--- config.mk ---
export PLATFORM = sky130hd
export DESIGN_NAME = psat_simd_add
export DESIGN_NICKNAME = d
export VERILOG_FILES = /design/src/rtl/psat_pkg.sv /design/src/rtl/psat_lane.sv /design/src/rtl/psat_lane_array.sv /design/src/rtl/psat_merge.sv /design/src/rtl/psat_simd_add.sv
export SDC_FILE = /design/constraint.sdc
export NUM_CORES = 1
export LEC_CHECK = 0
export BUFFER_PORTS_ARGS = -buffer_cell sky130_fd_sc_hd__buf_2
export CAP_MARGIN = 20
export CORE_MARGIN = 5
export CORE_UTILIZATION = 41
export CTS_BUF_LIST = sky130_fd_sc_hd__clkbuf_16
export DETAILED_ROUTE_END_ITERATION = 10
export SYNTH_ARGS = -nofsm -noshare
export SYNTH_HDL_FRONTEND = slang
export SYNTH_SLANG_ARGS = --single-unit
--- constraint.sdc ---
create_clock -name clk -period 1.3 [get_ports clk]
set_input_delay 0.26 -clock clk [delete_from_list [all_inputs] [get_ports clk]]
set_output_delay 0.26 -clock clk [all_outputs]
set_load 0.03 [all_outputs]
--- src/rtl/psat_pkg.sv ---
package psat_pkg;
  localparam int WORD_W     = 32;
  localparam int BYTE_W     = 8;
  localparam int HALF_W     = 16;
  localparam int NUM_BYTES  = WORD_W / BYTE_W;
  localparam int NUM_HALVES = WORD_W / HALF_W;
  localparam int GE_REP     = NUM_BYTES / NUM_HALVES;

  typedef enum logic {
    LANES_BYTE = 1'b0,
    LANES_HALF = 1'b1
  } lane_mode_e;
endpackage

--- src/rtl/psat_lane.sv ---
module psat_lane #(
  parameter int W = 8
) (
  input  logic [W-1:0] a_i,
  input  logic [W-1:0] b_i,
  output logic [W-1:0] sum_o,
  output logic         clamp_o,
  output logic         nonneg_o
);
  localparam logic [W-1:0] POS_MAX = {1'b0, {(W-1){1'b1}}};
  localparam logic [W-1:0] NEG_MIN = {1'b1, {(W-1){1'b0}}};

  // Returns {clamped, result}: sign-extend by one bit, add, pin on overflow.
  function automatic logic [W:0] sat_add(input logic [W-1:0] x, input logic [W-1:0] y);
    logic [W:0] wide;
    wide = {x[W-1], x} + {y[W-1], y};
    if (wide[W] != wide[W-1]) begin
      return {1'b1, (wide[W] ? NEG_MIN : POS_MAX)};
    end
    return {1'b0, wide[W-1:0]};
  endfunction

  logic [W:0] lane_res;
  assign lane_res = sat_add(a_i, b_i);
  assign sum_o    = lane_res[W-1:0];
  assign clamp_o  = lane_res[W];
  assign nonneg_o = ~lane_res[W-1];

  // a clamped lane sits on a range end, and only like-signed operands clamp
  always_comb begin
    if (clamp_o == 1'b1) begin
      p_clamp_bound_r3: assert (sum_o == POS_MAX || sum_o == NEG_MIN);
      p_clamp_signs_r3: assert (a_i[W-1] == b_i[W-1]);
    end
  end
endmodule

--- src/rtl/psat_lane_array.sv ---
module psat_lane_array #(
  parameter int WORD_W = 32,
  parameter int LANE_W = 8
) (
  input  logic [WORD_W-1:0]        a_i,
  input  logic [WORD_W-1:0]        b_i,
  output logic [WORD_W-1:0]        sum_o,
  output logic [WORD_W/LANE_W-1:0] clamp_o,
  output logic [WORD_W/LANE_W-1:0] nonneg_o
);
  localparam int NL = WORD_W / LANE_W;

  // each lane is a separate adder, so no carry path exists between lanes
  for (genvar g = 0; g < NL; g++) begin : g_lane
    psat_lane #(.W(LANE_W)) u_lane (
      .a_i      (a_i[g*LANE_W +: LANE_W]),
      .b_i      (b_i[g*LANE_W +: LANE_W]),
      .sum_o    (sum_o[g*LANE_W +: LANE_W]),
      .clamp_o  (clamp_o[g]),
      .nonneg_o (nonneg_o[g])
    );
  end
endmodule

--- src/rtl/psat_merge.sv ---
module psat_merge
  import psat_pkg::*;
(
  input  lane_mode_e                mode_i,
  input  logic [WORD_W-1:0]         byte_sum_i,
  input  logic [NUM_BYTES-1:0]      byte_clamp_i,
  input  logic [NUM_BYTES-1:0]      byte_nonneg_i,
  input  logic [WORD_W-1:0]         half_sum_i,
  input  logic [NUM_HALVES-1:0]     half_clamp_i,
  input  logic [NUM_HALVES-1:0]     half_nonneg_i,
  output logic [WORD_W-1:0]         sum_o,
  output logic                      clamp_any_o,
  output logic [NUM_BYTES-1:0]      ge_o
);
  logic [NUM_BYTES-1:0] ge_half;

  // in halfword layout each lane flag covers GE_REP flag bits
  for (genvar h = 0; h < NUM_HALVES; h++) begin : g_ge_rep
    assign ge_half[h*GE_REP +: GE_REP] = {GE_REP{half_nonneg_i[h]}};
  end

  always_comb begin
    if (mode_i == LANES_HALF) begin
      sum_o       = half_sum_i;
      clamp_any_o = |half_clamp_i;
      ge_o        = ge_half;
    end else begin
      sum_o       = byte_sum_i;
      clamp_any_o = |byte_clamp_i;
      ge_o        = byte_nonneg_i;
    end
  end
endmodule

--- src/rtl/psat_simd_add.sv ---
module psat_simd_add
  import psat_pkg::*;
(
  input  logic                 clk,
  input  logic                 rst_n,
  input  logic                 in_valid,
  input  logic                 half_mode,
  input  logic [WORD_W-1:0]    opnd_a,
  input  logic [WORD_W-1:0]    opnd_b,
  input  logic                 sat_clear,
  output logic                 out_valid,
  output logic [WORD_W-1:0]    out_sum,
  output logic                 sat_sticky,
  output logic [NUM_BYTES-1:0] ge_flags
);
  lane_mode_e mode;
  assign mode = lane_mode_e'(half_mode);

  logic [WORD_W-1:0]     byte_sum,    half_sum;
  logic [NUM_BYTES-1:0]  byte_clamp,  byte_nonneg;
  logic [NUM_HALVES-1:0] half_clamp,  half_nonneg;

  // Named internal events for the assertions
  logic [WORD_W-1:0]    merged_sum;
  logic [NUM_BYTES-1:0] merged_ge;
  logic                 lane_clamp_any;
  logic                 clamp_event;
  lane_mode_e           mode_q;

  psat_lane_array #(.WORD_W(WORD_W), .LANE_W(BYTE_W)) u_bytes (
    .a_i(opnd_a), .b_i(opnd_b),
    .sum_o(byte_sum), .clamp_o(byte_clamp), .nonneg_o(byte_nonneg)
  );

  psat_lane_array #(.WORD_W(WORD_W), .LANE_W(HALF_W)) u_halves (
    .a_i(opnd_a), .b_i(opnd_b),
    .sum_o(half_sum), .clamp_o(half_clamp), .nonneg_o(half_nonneg)
  );

  psat_merge u_merge (
    .mode_i        (mode),
    .byte_sum_i    (byte_sum),
    .byte_clamp_i  (byte_clamp),
    .byte_nonneg_i (byte_nonneg),
    .half_sum_i    (half_sum),
    .half_clamp_i  (half_clamp),
    .half_nonneg_i (half_nonneg),
    .sum_o         (merged_sum),
    .clamp_any_o   (lane_clamp_any),
    .ge_o          (merged_ge)
  );

  assign clamp_event = in_valid & lane_clamp_any;

  always_ff @(posedge clk or negedge rst_n) begin
    if (!rst_n) begin
      out_valid  <= 1'b0;
      out_sum    <= '0;
      ge_flags   <= '0;
      sat_sticky <= 1'b0;
      mode_q     <= LANES_BYTE;
    end else begin
      out_valid  <= in_valid;
      sat_sticky <= (sat_sticky & ~sat_clear) | clamp_event;
      if (in_valid) begin
        out_sum  <= merged_sum;
        ge_flags <= merged_ge;
        mode_q   <= mode;
      end
    end
  end

  // result strobe trails the input strobe by one edge
  p_valid_follow_r8: assert property (@(posedge clk) disable iff (!rst_n)
    1'b1 |=> (out_valid == $past(in_valid)));

  // idle cycles leave the result registers untouched
  p_hold_idle_r8: assert property (@(posedge clk) disable iff (!rst_n)
    !in_valid |=> ($stable(out_sum) && $stable(ge_flags)));

  // a clamping qualified operation sets the sticky flag
  p_sticky_set_r5: assert property (@(posedge clk) disable iff (!rst_n)
    clamp_event |=> sat_sticky);

  // without clear the flag never falls; without a clamp it never rises
  p_sticky_hold_r6: assert property (@(posedge clk) disable iff (!rst_n)
    (!sat_clear && !clamp_event) |=> $stable(sat_sticky));

  // a clear alone drops the flag
  p_sticky_clear_r6: assert property (@(posedge clk) disable iff (!rst_n)
    (sat_clear && !clamp_event) |=> !sat_sticky);

  // flags agree with the sign bits of the registered result
  p_ge_byte_r7: assert property (@(posedge clk) disable iff (!rst_n)
    (out_valid && mode_q == LANES_BYTE) |->
      (ge_flags == ~{out_sum[31], out_sum[23], out_sum[15], out_sum[7]}));

  p_ge_half_r7: assert property (@(posedge clk) disable iff (!rst_n)
    (out_valid && mode_q == LANES_HALF) |->
      (ge_flags == {{2{~out_sum[31]}}, {2{~out_sum[15]}}}));
endmodule

### Yosys cells after proc, flatten, opt, wreduce, memory -nomap -nowiden

Cells that the tools add are included.

| storage, ports and cells | value |
|---|---|
| register bits after elaboration | 38 |
| bits in latches | 0 |
| bits in writable memories | 0 |
| memory bits (read-only) | 0 |
| input port bits | 69 |
| output and inout port bits | 38 |
| logic and storage cells | 55 |
| memories kept | 0 |

| cells by class | value |
|---|---|
| $add $sub $neg | 6 |
| $mul | 0 |
| divide/modulo/power cells | 0 |
| $lt $le $gt $ge | 0 |
| equal/unequal tests | 6 |
| shift-type cells | 0 |
| mux-type cells | 27 |
| bitwise gates (word level) | 10 |
| reduce and logical (&&, ||, !) cells | 2 |

Operator list:

| kind | number |
|---|---|
| $mux 9 | 8 |
| $mux 17 | 4 |
| $add 8x8->9 | 4 |
| $add 16x16->17 | 2 |
| $mux 16 | 2 |
| $mux 32 | 1 |
| $mux 8 | 4 |
| $mux 1 | 7 |
| $not 1->1 | 7 |
| $ne 1x1->1 | 6 |
| $mux 4 | 1 |
| $reduce_or 4->1 | 1 |
| $and 1x1->1 | 2 |
| $reduce_or 2->1 | 1 |
| $or 1x1->1 | 1 |

### Longest topological paths before layout

Gate-level depths: netlist (run 1).

| logic depth | value |
|---|---|
| word-level depth | 8 |
| depth in mapped cells | 14 |
| gate-level depth less buffers | 13 |

### Hierarchy

Synthesis (run 1) repeated with hierarchy kept, for this count alone.

| second synthesis, totals | value |
|---|---|
| cells, all modules | 554 |
| area total of the unflattened synthesis | 5688.0 um^2 |

Modules (own cells, without submodules):

| module | instances | cells an instance | area an instance (um^2) | sequential area each (um^2) |
|---|---|---|---|---|
| psat_lane at u_bytes.g_lane[0].u_lane ... | 4 | 50 | 437.9 | 0.0 |
| psat_simd_add | 1 | 81 | 1549.0 | 950.9 |
| psat_lane at u_halves.g_lane[1].u_lane | 1 | 113 | 975.9 | 0.0 |
| psat_lane at u_halves.g_lane[0].u_lane | 1 | 111 | 939.7 | 0.0 |
| psat_merge | 1 | 49 | 471.7 | 0.0 |

### Worst setup path before layout (run 1)

No wires, ideal clock.

| path | value |
|---|---|
| path type | input -> register |
| start point | input port opnd_a[1] |
| end point | register out_sum[8] |
| library setup time | 125 ps |
| arrival | 2909 ps |
| data required time | 1175 ps |
| setup slack | -1734 ps |
| cell stages on the path | 13 |
| buffers on the path | 1 |
| cells stage by stage | ha_1 > a211oi_1 > o21bai_1 > a211oi_1 > o31ai_1 > a21boi_0 > xnor2_1 > ha_1 > bufbuf_16 > inv_1 > o21a_1 > a211oi_1 > mux2_2 |

| between the ends | value |
|---|---|
| longest elaborated chain between the ends | 5 |
| elaborated cells on any way between the ends | 7 |
| classes of those cells | add/sub: 1; eq/ne: 1; mux: 5 |

RTL lines:

| what | line | text |
|---|---|---|
| start, declared | psat_simd_add.sv:8 | `input logic [WORD_W-1:0] opnd_a,` |
| $add 16x16->17 (*) | psat_lane.sv:16 | `wide = {x[W-1], x} + {y[W-1], y};` |
| $mux 16 or $ne 1x1->1 (tied branches) | psat_lane.sv:18, psat_lane.sv:17 |  |
| $mux 17 or $mux 1 (tied branches) | psat_lane.sv:17 | `if (wide[W] != wide[W-1]) begin` |
| $mux 17 (*) | psat_lane.sv:20 | `return {1'b0, wide[W-1:0]};` |
| $mux 32 (*) | psat_merge.sv:23 | `if (mode_i == LANES_HALF) begin` |
| end signal, assigned | psat_simd_add.sv:66 | `out_sum <= merged_sum;` |
| end, declared | psat_simd_add.sv:12 | `output logic [WORD_W-1:0] out_sum,` |

Every way passes the cells marked *; elsewhere a longest branch is shown, timed or not. The select of a mux whose other input is x is not followed.
A chain may end at the register's enable or synchronous reset.

### Final worst setup path (run 1)

Same ends and word-level chain as after synthesis.

==> flow_summary.toml, run 1 <==
[die]
die_x_um = 109
num_io_pins = 107
die_y_um = 109
core-area_um2 = 9730
start_util_pct = 41.7
row_count = 36
die-area_um2 = 12000

[outcome]
violations = "setup timing"
status = "finished with violations"

[placement]
dp.cells = 857
gp_congestion = 0.926
io_buffers = 106
dp_hpwl_um = 10500
pre_cts_slack_ns = -1.66

[job]
max_cap_viol_count = 0

[synth]
synth-edff-count = 0
avgSynthCellArea_um2 = 8.29
post-synth-top-area-cell = "dfrtp_1"
syn_area_um2 = 4050
synth.top_cell.area_share_pct = 23.5
syn_inst = 489
synthArstFlopShare_pct = 100
synth.top_cells.by_area = "dfrtp_1 23%, ha_1 11%, xnor2_1 4.8%"
ys.flop_type = "dfrtp_1"
synth_fp_nets = 598
synth-seq-area-share_pct = 23.5
synth_warnings = 0
ys_ff_latch = 38
synth_cell_types = 78

[clock_tree]
numCtsBuffers = 5
clk_root_buffer_cell = "clkbuf_16"
cts.reportedPaths.clkPinSlew_ns = 0.06
htreeDepth = 2
cts.sinks = 38
insertion_delay_ns = 0.27
cts_max_path_buffers = 2
tritoncts = "yes"

[layout]
regArea_um2 = 951
multiInputGateArea_um2 = 3690
drive_gt1_share_pct = 56.4
n_antenna_cell = 0
nFillCells = 748
utilization_pct = 73.2
fin_cells = 894
synthToLayoutAreaGrowth_pct = 75.7
finalNetCount = 869

[min_path]
hp-start = "sat_clear"
min_to = "sat_sticky$_DFF_PN0_"
hold_depth = 3
timing.hold.worst.class = "in2reg"

[route]
wirelength_um = 13800
antenna_left = 0
vias = 4778
dr.pass1.iters = 5
drt_iter0_markers = 184
wl_per_cell_um = 15.5
drcViolationCount = 0
post_drt_via_cell_ratio = 5.34

[worst_setup_path]
ff2ff_path_depth = 5
setup.reg_to_reg.worst_slack_ns = 0
worst-endpoint-arrival_ns = 2.65
r2r_start = "out_sum[30]$_DFFE_PN0P_"
required_ns = 1.53
cp_slowest_cell = "ha_4"
path_cells = "buf_8, ha_4, a211oi_2, o21bai_2, a211oi_4, o31ai_4, a21boi_2, xnor2_2, ha_4, nor2_4, o311a_1, a211oi_2, mux2_2"
end_kind = "register"
critPathLaunchType = "input port"
rr_endpoint = "out_sum[30]$_DFFE_PN0P_"
cp_max_fo = 4
cp_num_buf_inv = 1
crit_type = "in2reg"
cp_top_family = "compound AO/OA/AOI/OAI gates"
max_stage_delay_ns = 0.34
setup.worst_path.start = "opnd_a[1]"

[grt]
grt_pass1_wl_um = 21600
grt_max_degree = 39
grt_pass1_vias = 4729
grt-ovfl-total = 0
antenna_found_initial = 0
grt_util_all_layers_pct = 22.1

[sta]
setup_ws_ns = -1.12
relSlewSlack_pct = 43.9
worst_pin_slew_ns = 0.829
timing.fmax_mhz = 413
finalSetupViolations = 37
min_period_ns = 2.42
maxSlewViolCount = 0
fin_skew_ns = 0
period_share_pct = 186
finalHoldViolations = 0
tns_ns = -33.16
rsz0062_at_grt = "true"

[pwr]
p_leak_nw = 3.30
peakVddDrop_v = 0.000971
power_density_nw_per_um2 = 1080
==> through the flow <==
step | instance area [um^2] | power (mW) | hold WS [ns]
final | 7120 | 7.67 | 0.305
after global routing | 7120 | 8.12 | 0.301
after CTS | 6820 | 7.41 | 0.300
after detailed placement | 6190 | 5.74 | 0.243
after global placement | 6190 | 5.68 | 0.242
after floorplan | 4490 | 4.25 | -0.0356
==> cells in the mapped netlist, drive strengths merged, types with 15 or more instances <==
master  instances
nand2          21
nand3          15
xnor2          22
nor2           43
o22ai          16
o21ai          38
a21o           17
dfrtp          38
inv            38
a211oi         15
a21oi          38
ha             36
==> logic make-up after synthesis <==
group | Yosys count | share of synthesized area (%)
AO/OA/AOI/OAI | 199 | 34.2
flip-flops | 38 | 23.5
XOR/XNOR | 30 | 6.48
AND/OR/NAND/NOR | 119 | 14.7
buffers and inverters | 57 | 6.55
adder cells (fa/ha/maj) | 41 | 13.3
multiplexers | 5 | 1.27
==> cell type report <==
class,instances,area share (%)
Timing Repair Buffer,282,28.4
Sequential cell,38,13.4
Inverter,38,2.11
Multi-Input combinational cell,395,51.8
Clock inverter,3,0.228
Tap cell,133,2.34
Clock buffer,5,1.76
==> sequential cells by signal, summed over array words and instances, names as in the netlist <==
signal / cells
out_sum: 32
ge_flags: 4
out_valid: 1
sat_sticky: 1
==> layer usage <==
layer	GRT usage [%]	vias to the layer above	part of all wire [%]
met1	30.4	2269	46
met4	3.38	0	1.1
li1	-	2356	-
met2	37.3	133	48
met3	3.41	20	5.2
met5	0	-	0
==> timing repair <==
action,in CTS,in global routing
cloned,1,0
hold buffers,1,0
endpoints found under the hold margin,38,0
endpoints found under the setup margin,37,37
pin swaps,53,32
buffers inserted,12,15
gates resized for setup,72,36
==> worst max-delay path by stage <==
stage	cells after the start	to
2_1_floorplan	13	out_sum[8]$_DFFE_PN0P_
3_3_place_gp	13	out_sum[0]$_DFFE_PN0P_
3_5_place_dp	13	out_sum[6]$_DFFE_PN0P_
4_1_cts	13	out_sum[8]$_DFFE_PN0P_
5_1_grt	13	out_sum[8]$_DFFE_PN0P_
6_report	13	out_sum[8]$_DFFE_PN0P_
==> where the power goes <==
part / internal [mW] / switching (mW) / leakage [nW] / total, mW
registers: 1.46 / 0.168 / 0.440 / 1.63
clock network: 0.700 / 0.484 / 0.0672 / 1.18
logic: 2.26 / 2.60 / 2.79 / 4.86
==> layout by cell type (no fill, tap or decap), types with 18 or more instances in the layout <==
cell type  count
ha_4          20
dfrtp_1       38
nand2_1       18
buf_2         93
buf_4        159
buf_6         25
inv_1         34
a21oi_1       27
xnor2_1       20
o21ai_0       22
nor2_1        38
==> worst min-delay path: stages <==
cell     delay (ns)
buf_2          0.08
or2b_2         0.13
a31oi_1        0.08
No activity file was read; power rests on OpenSTA's default activity.
==> run 2, diff against run 1 <==
==> constraint.sdc (replaced) <==
create_clock -name clk -period 2.65 [get_ports clk]
set_input_delay 0.53 -clock clk [delete_from_list [all_inputs] [get_ports clk]]
set_output_delay 0.53 -clock clk [all_outputs]
set_load 0.03 [all_outputs]
==> run 2 against run 1 <==
Compared with the run above: the run still ends with setup timing left; worst setup slack improved by 1.0 ns; clock skew unchanged; final area decreased by 15%; sequential power decreased by 51%; first-iteration DRC count decreased by 2.2%; power decreased by 56%; routed wire length decreased by 9.8%; largest cell class unchanged.
==> flow_summary.toml, run 2 (synthesis results as in run 1) <==
[sta]
fin_skew_ns = 0
worst_pin_slew_ns = 0.854
relSlewSlack_pct = 43.1
hold_slack_ns = 0.357
rsz0062_at_grt = "true"
finalSetupViolations = 14
tns_ns = -0.542
period_share_pct = 103
maxSlewViolCount = 0
min_period_ns = 2.72
timing.fmax_mhz = 367
finalHoldViolations = 0
setup_ws_ns = -0.0735

[pwr]
power.total_mw = 3.39
p_int_mw = 1.95
p_clk_share_pct = 17.1
switching_share_pct = 42.5
p_seq_share_pct = 23.5
peakVddDrop_v = 0.000283
p_comb_share_pct = 59.4
power_density_nw_per_um2 = 558
p_switching_mw = 1.44
p_leak_nw = 2.89

[placement]
io_buffers = 106
placed_area_um2 = 5630
gp_congestion = 0.821
pre_cts_slack_ns = -0.543
dp_hpwl_um = 9980

[grt]
grt_max_degree = 50
grt_util_all_layers_pct = 20.0
grt_pass1_vias = 4324
grt-ovfl-total = 0
grt_pass1_wl_um = 19500
antenna_found_initial = 0

[layout]
regArea_um2 = 951
nFillCells = 910
reg_top3 = "out_sum: 32 flops, ge_flags: 4 flops"
top_register = "out_sum"
drive_gt1_share_pct = 44.5
layout_common_cells = "119 x buf_4, 103 x buf_2, 41 x nor2_1, 38 x dfrtp_1, 36 x inv_1"
final_common_cell = "buf_4"
final_cell_area_um2 = 6070
largest_register_ffs = 32
synthToLayoutAreaGrowth_pct = 49.7
n_antenna_cell = 0
finalNetCount = 812
multiInputGateArea_um2 = 3220

[route]
wl_per_cell_um = 14.9
drcViolationCount = 0
drt_iter0_markers = 180
dr.pass1.iters = 4
antenna_left = 0
wirelength_um = 12500
vias = 4446
post_drt_via_cell_ratio = 5.31

[die]
die_x_um = 109
num_io_pins = 107
row_count = 36
start_util_pct = 41.7
die_y_um = 109
die-area_um2 = 12000
core-area_um2 = 9730

[clock_tree]
insertion_delay_ns = 0.28
cts.reportedPaths.clkPinSlew_ns = 0.06
numCtsBuffers = 5
cts.sinks = 38
htreeDepth = 2
clk_root_buffer_cell = "clkbuf_16"
tritoncts = "yes"
cts_max_path_buffers = 2

[worst_setup_path]
crit_type = "in2reg"
critPathLaunchType = "input port"
worst-endpoint-arrival_ns = 2.92
end_kind = "register"
required_ns = 2.85
cp_max_fo = 6

[job]
max_cap_viol_count = 0

[min_path]
timing.hold.worst.class = "in2async"

[outcome]
violations = "setup timing"
status = "finished with violations"
run 2: cell count changes in the layout (fill, tap and decap cells not counted), sizes merged:
cell,previous run,this run
buf,281,225
dlygate4sd3,1,0
run 2: cell type report:
class | count | share of cell area [%]
sequential | 38 | 15.7
clock buffer | 5 | 2.06
multi-input combinational | 395 | 53.0
timing repair buffer | 225 | 23.8
inverter | 38 | 2.43
clock inverter | 3 | 0.268
tap | 133 | 2.74
run 2: worst paths after layout:
kind	from	endpoint	slack, ns	cells past startpoint
setup / recovery	opnd_a[6]	out_sum[6]$_DFFE_PN0P_	-0.07	14
hold / removal	rst_n	out_sum[17]$_DFFE_PN0P_	0.36	1
setup reg to reg	sat_sticky$_DFF_PN0_	sat_sticky$_DFF_PN0_	1.46	4
hold reg to reg	ge_flags[1]$_DFFE_PN0P_	ge_flags[1]$_DFFE_PN0P_	0.49	1
max in group asynchronous	rst_n	out_sum[28]$_DFFE_PN0P_	1.75	1
min in group clk	ge_flags[1]$_DFFE_PN0P_	ge_flags[1]$_DFFE_PN0P_	0.49	1
run 2: power by group through the flow:
stage	clock network [mW]	logic, mW	registers (mW)
finish	0.579	2.01	0.797
global route	0.603	2.18	0.814
CTS	0.581	1.90	0.799
detailed placement	0	1.85	0.809
global placement	0	1.82	0.807
floorplan	0	0.935	1.07
run 2: routing by layer:
metal  vias to the layer above  global-route usage (%)  part of all wire, %
met2                       112                    37.7                   51
met3                        16                    1.94                  3.7
met4                         0                    5.16                  1.9
met5                         -                       0                    0
li1                       2243                       -                    -
met1                      2075                    24.0                   43
run 2: stage by stage:
stage          cells  util, %
3_3_place_gp     819     57.9
6_report         837     62.4
3_5_place_dp     819     57.9
2_1_floorplan    489        -
5_1_grt          837     62.4
4_1_cts          831     60.2
run 2: worst max-delay path, stage by stage:
cell and delay [ns]:
buf_2 0.11, ha_4 0.26, o21a_1 0.14, o21a_1 0.15, o22ai_2 0.08, o31ai_2 0.31
a21boi_2 0.12, xnor2_2 0.17, ha_4 0.34, inv_6 0.05, buf_4 0.14, o21ai_2 0.26
a21oi_1 0.11, o22ai_1 0.14
run 2: timing repair:
item                                    in CTS  in global routing
resized for setup                           10                 33
buffers inserted                             3                  6
pin swaps                                   14                 22
hold buffers                                 0                  0
endpoints found under the setup margin      16                 32
cloned                                       1                  0
